## src/rtl/crc5f_pkg.sv

```systemverilog
package crc5f_pkg;
  localparam int unsigned FRAME_W_DEF = 24;
  localparam int unsigned CRC_W_DEF   = 5;
  localparam logic [5:0]  POLY_DEF    = 6'h35;
  localparam logic [4:0]  SEED_DEF    = 5'h07;

  typedef enum logic {
    MODE_GEN   = 1'b0,
    MODE_CHECK = 1'b1
  } crc_mode_e;
endpackage

```

## src/rtl/crc5f_step.sv

```systemverilog
// One reduction stage: a (CRC_W+1)-bit window is reduced by the divisor
// when its top bit is set; the low CRC_W bits are the new remainder.
module crc5f_step #(
  parameter int unsigned   CRC_W = 5,
  parameter logic [CRC_W:0] POLY = 6'h35
) (
  input  logic [CRC_W:0]   win,
  output logic [CRC_W-1:0] rem
);
  logic [CRC_W:0] reduced;

  assign reduced = win ^ (win[CRC_W] ? POLY : '0);
  assign rem     = reduced[CRC_W-1:0];
endmodule

```

## src/rtl/crc5f_core.sv

```systemverilog
// Fully unrolled division over the seeded frame.
module crc5f_core #(
  parameter int unsigned     FRAME_W = 24,
  parameter int unsigned     CRC_W   = 5,
  parameter logic [CRC_W:0]   POLY    = 6'h35,
  parameter logic [CRC_W-1:0] SEED    = 5'h07
) (
  input  logic [FRAME_W-1:0] frame,
  output logic [CRC_W-1:0]   code
);
  localparam int unsigned STEPS = FRAME_W - CRC_W - 1;

  logic [FRAME_W-1:0] seeded;
  logic [CRC_W-1:0]   chain [0:STEPS];

  assign seeded = {frame[FRAME_W-1:CRC_W], SEED};

  crc5f_step #(.CRC_W(CRC_W), .POLY(POLY)) u_head (
    .win (seeded[FRAME_W-1 -: CRC_W+1]),
    .rem (chain[0])
  );

  for (genvar i = 0; i < STEPS; i++) begin : g_stage
    crc5f_step #(.CRC_W(CRC_W), .POLY(POLY)) u_step (
      .win ({chain[i], seeded[FRAME_W-CRC_W-2-i]}),
      .rem (chain[i+1])
    );
  end

  assign code = chain[STEPS];
endmodule

```

## src/rtl/crc5f_outreg.sv

```systemverilog
// Single result register with a valid/ready handshake on both sides.
module crc5f_outreg #(
  parameter int unsigned W = 6
) (
  input  logic         clk,
  input  logic         rst_n,
  input  logic         in_valid,
  output logic         in_ready,
  input  logic [W-1:0] in_data,
  output logic         out_valid,
  input  logic         out_ready,
  output logic [W-1:0] out_data
);
  assign in_ready = !out_valid || out_ready;

  always_ff @(posedge clk) begin
    if (!rst_n) begin
      out_valid <= 1'b0;
      out_data  <= '0;
    end else begin
      if (in_ready) out_valid <= in_valid;
      if (in_valid && in_ready) out_data <= in_data;
    end
  end
endmodule

```

## src/rtl/crc5f_unit.sv

```systemverilog
module crc5f_unit
  import crc5f_pkg::*;
#(
  parameter int unsigned     FRAME_W = FRAME_W_DEF,
  parameter int unsigned     CRC_W   = CRC_W_DEF,
  parameter logic [CRC_W:0]   POLY    = POLY_DEF,
  parameter logic [CRC_W-1:0] SEED    = SEED_DEF
) (
  input  logic               clk,
  input  logic               rst_n,
  input  logic               in_valid,
  output logic               in_ready,
  input  logic [FRAME_W-1:0] in_frame,
  input  logic               in_check,
  output logic               out_valid,
  input  logic               out_ready,
  output logic [CRC_W-1:0]   out_code,
  output logic               out_err
);
  localparam int unsigned RES_W = CRC_W + 1;

  crc_mode_e          mode;
  logic [CRC_W-1:0]   calc;
  logic               mismatch;
  logic [RES_W-1:0]   res_in;
  logic [RES_W-1:0]   res_out;

  assign mode = crc_mode_e'(in_check);

  crc5f_core #(
    .FRAME_W (FRAME_W),
    .CRC_W   (CRC_W),
    .POLY    (POLY),
    .SEED    (SEED)
  ) u_core (
    .frame (in_frame),
    .code  (calc)
  );

  assign mismatch = (mode == MODE_CHECK) && (calc != in_frame[CRC_W-1:0]);
  assign res_in   = {calc, mismatch};

  crc5f_outreg #(.W(RES_W)) u_outreg (
    .clk       (clk),
    .rst_n     (rst_n),
    .in_valid  (in_valid),
    .in_ready  (in_ready),
    .in_data   (res_in),
    .out_valid (out_valid),
    .out_ready (out_ready),
    .out_data  (res_out)
  );

  assign out_code = res_out[RES_W-1:1];
  assign out_err  = res_out[0];
endmodule

```

## config.mk

```make
export PLATFORM = sky130hd
export DESIGN_NAME = crc5f_unit
export DESIGN_NICKNAME = d
export VERILOG_FILES = /design/src/rtl/crc5f_pkg.sv /design/src/rtl/crc5f_step.sv /design/src/rtl/crc5f_core.sv /design/src/rtl/crc5f_outreg.sv /design/src/rtl/crc5f_unit.sv
export SDC_FILE = /design/constraint.sdc
export NUM_CORES = 1
export LEC_CHECK = 0
export BUFFER_PORTS_ARGS = -buffer_cell sky130_fd_sc_hd__buf_4
export CORE_ASPECT_RATIO = 0.75
export CORE_MARGIN = 3
export CORE_UTILIZATION = 51
export DETAILED_ROUTE_END_ITERATION = 10
export PLACE_DENSITY_LB_ADDON = 0.08
export SETUP_SLACK_MARGIN = 0.5
export SKIP_LAST_GASP = 1
export SYNTH_ARGS = -nofsm -noshare
export SYNTH_HDL_FRONTEND = slang
export SYNTH_HIERARCHICAL = 1
export SYNTH_SLANG_ARGS = --single-unit
```

## constraint.sdc

```tcl
create_clock -name clk -period 8.4 [get_ports clk]
set_input_delay 0.42 -clock clk [delete_from_list [all_inputs] [get_ports clk]]
set_output_delay 0.42 -clock clk [all_outputs]
set_load 0.01 [all_outputs]
```

Yosys cells after proc, flatten, opt, wreduce, memory -nomap -nowiden
Cells that the tools add are included.
{"block": "word_totals", "register_bits": 7, "latch_bits": 0, "mem_bits_rw": 0, "rom_bits": 0, "input_bits": 29, "out_inout_bits": 8, "wordCells": 45, "n_memories": 0}
{"block": "op_classes", "add_sub_neg": 0, "multipliers": 0, "div_mod_pow": 0, "magnitude_cmp": 0, "eq_ne": 1, "shifts": 0, "n_mux": 19, "bitwise_logic": 19, "reduce_logical": 4}
{"cell": "5-bit 2-to-1 mux", "n": 19}
{"cell": "5-bit XOR", "n": 19}
{"cell": "5-bit inequality test", "n": 1}
{"cell": "1-bit logical AND", "n": 2}
{"cell": "1-bit logical NOT", "n": 1}
{"cell": "1-bit logical OR", "n": 1}

Longest topological paths before layout
{"block": "depth", "word_depth": 40, "ltp_mapped": 24, "ltp_nobuf": 24}

Cells and area by module
Netlist, hierarchy kept.
{"module": "crc5f_step", "n_inst": 19, "cells_each": 5, "area_per_inst_um2": 41.3, "seq_area_each_um2": 0.0}
{"module": "crc5f_outreg", "n_inst": 1, "cells_each": 32, "area_per_inst_um2": 307.8, "seq_area_each_um2": 140.1}
{"module": "crc5f_unit", "n_inst": 1, "cells_each": 7, "area_per_inst_um2": 57.6, "seq_area_each_um2": 0.0}
{"module": "crc5f_core", "n_inst": 1, "cells_each": 2, "area_per_inst_um2": 7.5, "seq_area_each_um2": 0.0}

Worst setup path after synthesis
OpenSTA, ideal clock, no wires.
{"block": "synth_path", "kind": "input port to flip-flop", "start": "input in_frame[23]", "end": "register u_outreg.out_data[0]", "setup_time_ns": 0.115, "t_arrival_ns": 7.049, "required_ns": 8.285, "path_slack_ns": 1.236, "path_stages": 24, "n_path_buf": 0, "path_cell_list": "xor2_1 > xor2_1 > xor2_1 > xor2_1 > xor2_1 > xor2_1 > xor2_1 > xor2_1 > xor2_1 > xor2_1 > xor2_1 > xor2_1 > xor2_1 > xor2_1 > xor2_1 > xor2_1 > xor2_1 > xor2_1 > xor2_1 > xnor2_1 > nand3_1 > o31a_1 > nand4_1 > o21ai_2"}
{"element": "from (decl)", "line_no": "crc5f_unit.sv:13", "text": "input logic [FRAME_W-1:0] in_frame,"}
{"element": "to (signal assigned)", "line_no": "crc5f_outreg.sv:22", "text": "if (in_valid && in_ready) out_data <= in_data;"}
{"element": "to (decl)", "line_no": "crc5f_outreg.sv:12", "text": "output logic [W-1:0] out_data"}

==> results.yml <==
run_status:
  outcome: "finished clean"
clock_tree:
  cts_num_sinks: 7
  cts_root_buffer: "clkbuf_4"
  path_clk_slew_ns: 0.05
  clock_path_buffers: 2
  cts_tree: "yes"
  cts_made_buffers: 3
  post_cts_buffers: 0
  clock_latency_ns: 0.24
  h-tree-depth: 1
synthesis:
  synthDistinctLibCells: 17
  yosysWarnings: 6
  synth_cells: 136
  syn_area_um2: 1160
  yosys_register_bits: 7
  yosysSeqAreaShare_pct: 12.1
  syn_area_per_cell_um2: 8.51
setup_path:
  cp-end-kind: "register"
  critPathMostFrequentCell: "xor2_1"
  cpPeakStageDelay_ns: 0.42
  worstPathMaxFanout: 3
  worstSetupStartpointType: "input port"
  r2r_slack_ns: 7.53
  crit_path_top_delay_cell: "xor2_1"
  crit_type: "input port to register"
  arrival_ns: 7.51
  cp.required_ns: 8.54
timing:
  rsz0062_at_grt: "no"
  max_freq_ghz: 0.136
  final.setup.tns_ns: 0
  slew_headroom_pct: 66.8
  fin_crit_ns: 7.37
  slew_viol_final: 0
  setup_viol: 0
  final_hold_viol_count: 0
  post-route-period-util_pct: 87.8
  skew_ns: 0.00562
  tightest_slew_ns: 0.497
die:
  initial_core_util_pct: 55.5
  fp.dieW_um: 61.0
  dieArea_um2: 2880
  ioPinCount: 37
  row_count: 14
  core_area_um2: 2080
  die_h_um: 47.3
global_routing:
  grt_overflow: 0
  grt_pass1_vias: 642
  antenna_found_initial: 0
  grt_usage_pct: 11.3
  grt_start_max_net_pins: 14
  grt_pass1_wl_um: 2430
layout:
  nNetsFinal: 168
  drive_gt1_share_pct: 39.9
  final_common_cell: "xor2_1"
  layout_common_cells: "xor2_1, buf_4, xor2_2"
  finish.instance_area_um2: 1250
  num_antenna_cells: 0
  area_delta_synth_final_pct: 7.89
placement:
  port_buffers: 36
  placed_area_um2: 1160
  hpwl_um: 1460
  gp_congestion: 0.737
drt:
  drtIter0Drc: 8
  drc: 0
  wl_per_cell_um: 10.0
  wl_um: 1620
  ant_nets: 0
  drt-vias-per-instance: 4.47
  via_count: 724
  first_pass_iters: 4
job:
  max_cap_violations: 0
hold_path:
  worstHoldPathType: "register to register"
-- cells by family (layout without fill, tap and decap cells) --
family          count (synthesis)  in the layout  share of synthesized area [%]
simple gates                   15             15                           7.57
compound gates                  8              8                           5.95
other cells                     2              5                          0.649
buf+inv                        42             41                           26.8
xor+xnor                       62             62                           46.9
flops                           7              7                           12.1
-- flip-flops by register name, summed over array words and instances, names as in the netlist --
| name | count |
|---|---|
| u_outreg/out_data | 6 |
| u_outreg/out_valid | 1 |
-- cells in the mapped netlist --
cell type	number	area share, %
xor2_1	59	45
buf_4	38	25
dfxtp_1	7	12
nand2_1	6	1.9
nand4_1	6	3.2
o21ai_2	6	4.5
xnor2_1	3	2.3
conb_1	2	0.65
a21boi_0	1	0.65
and2_4	1	0.76
buf_2	1	0.43
buf_6	1	0.97
clkbuf_2	1	0.43
inv_1	1	0.32
nand2b_4	1	1.2
nand3_1	1	0.43
o31a_1	1	0.76
-- what timing repair did --
action	CTS	global route
hold buffers	0	0
resized for setup	0	8
pin swaps	1	0
endpoints found under the hold margin	0	0
endpoints found under the setup margin	1	3
-- area by class of cell --
class / instances / area, um^2
multi-input combinational: 90 / 778
fill: 181 / 836
inverter: 1 / 3.75
tap: 24 / 30.0
clock buffer: 4 / 26.3
timing repair buffer: 36 / 270
sequential: 7 / 140
-- worst paths after layout --
check / from / end / depth (start not counted)
worst max register to register: u_outreg/out_valid / u_outreg/out_data[5] / 3
worst min-delay path: u_outreg/out_data[1] / u_outreg/out_data[1] / 2
worst max-delay path: in_frame[23] / u_outreg/out_data[0] / 25
worst min register to register: u_outreg/out_data[1] / u_outreg/out_data[1] / 2
-- routing by layer --
metal	track usage, %	vias up	wire [um]
met5	0	-	0
met4	0	0	0
met3	4.12	0	153
met2	20.5	29	799
met1	13.8	311	666
li1	-	384	-
-- through the flow --
stage / hold slack [ns] / worst slack [ns] / cells / util [%]
after floorplan: 0.483 / 1.24 / 139 / -
after global placement: 0.451 / 0.625 / 158 / 55.8
after detailed placement: 0.454 / 0.249 / 158 / 55.8
after CTS: 0.460 / 0.502 / 162 / 57.0
after global routing: 0.473 / 0.470 / 162 / 59.9
final: 0.457 / 1.03 / 162 / 59.9
-- worst max-delay path: cells and delay by family --
family	cells	cell delay (ns)
xor+xnor	20	6.39
compound gates	2	0.35
simple gates	2	0.18
buf+inv	1	0.13
Power is left out: the tool's default activity adds up to more than one toggle a clock period on the data nets, which glitch-free logic cannot reach.
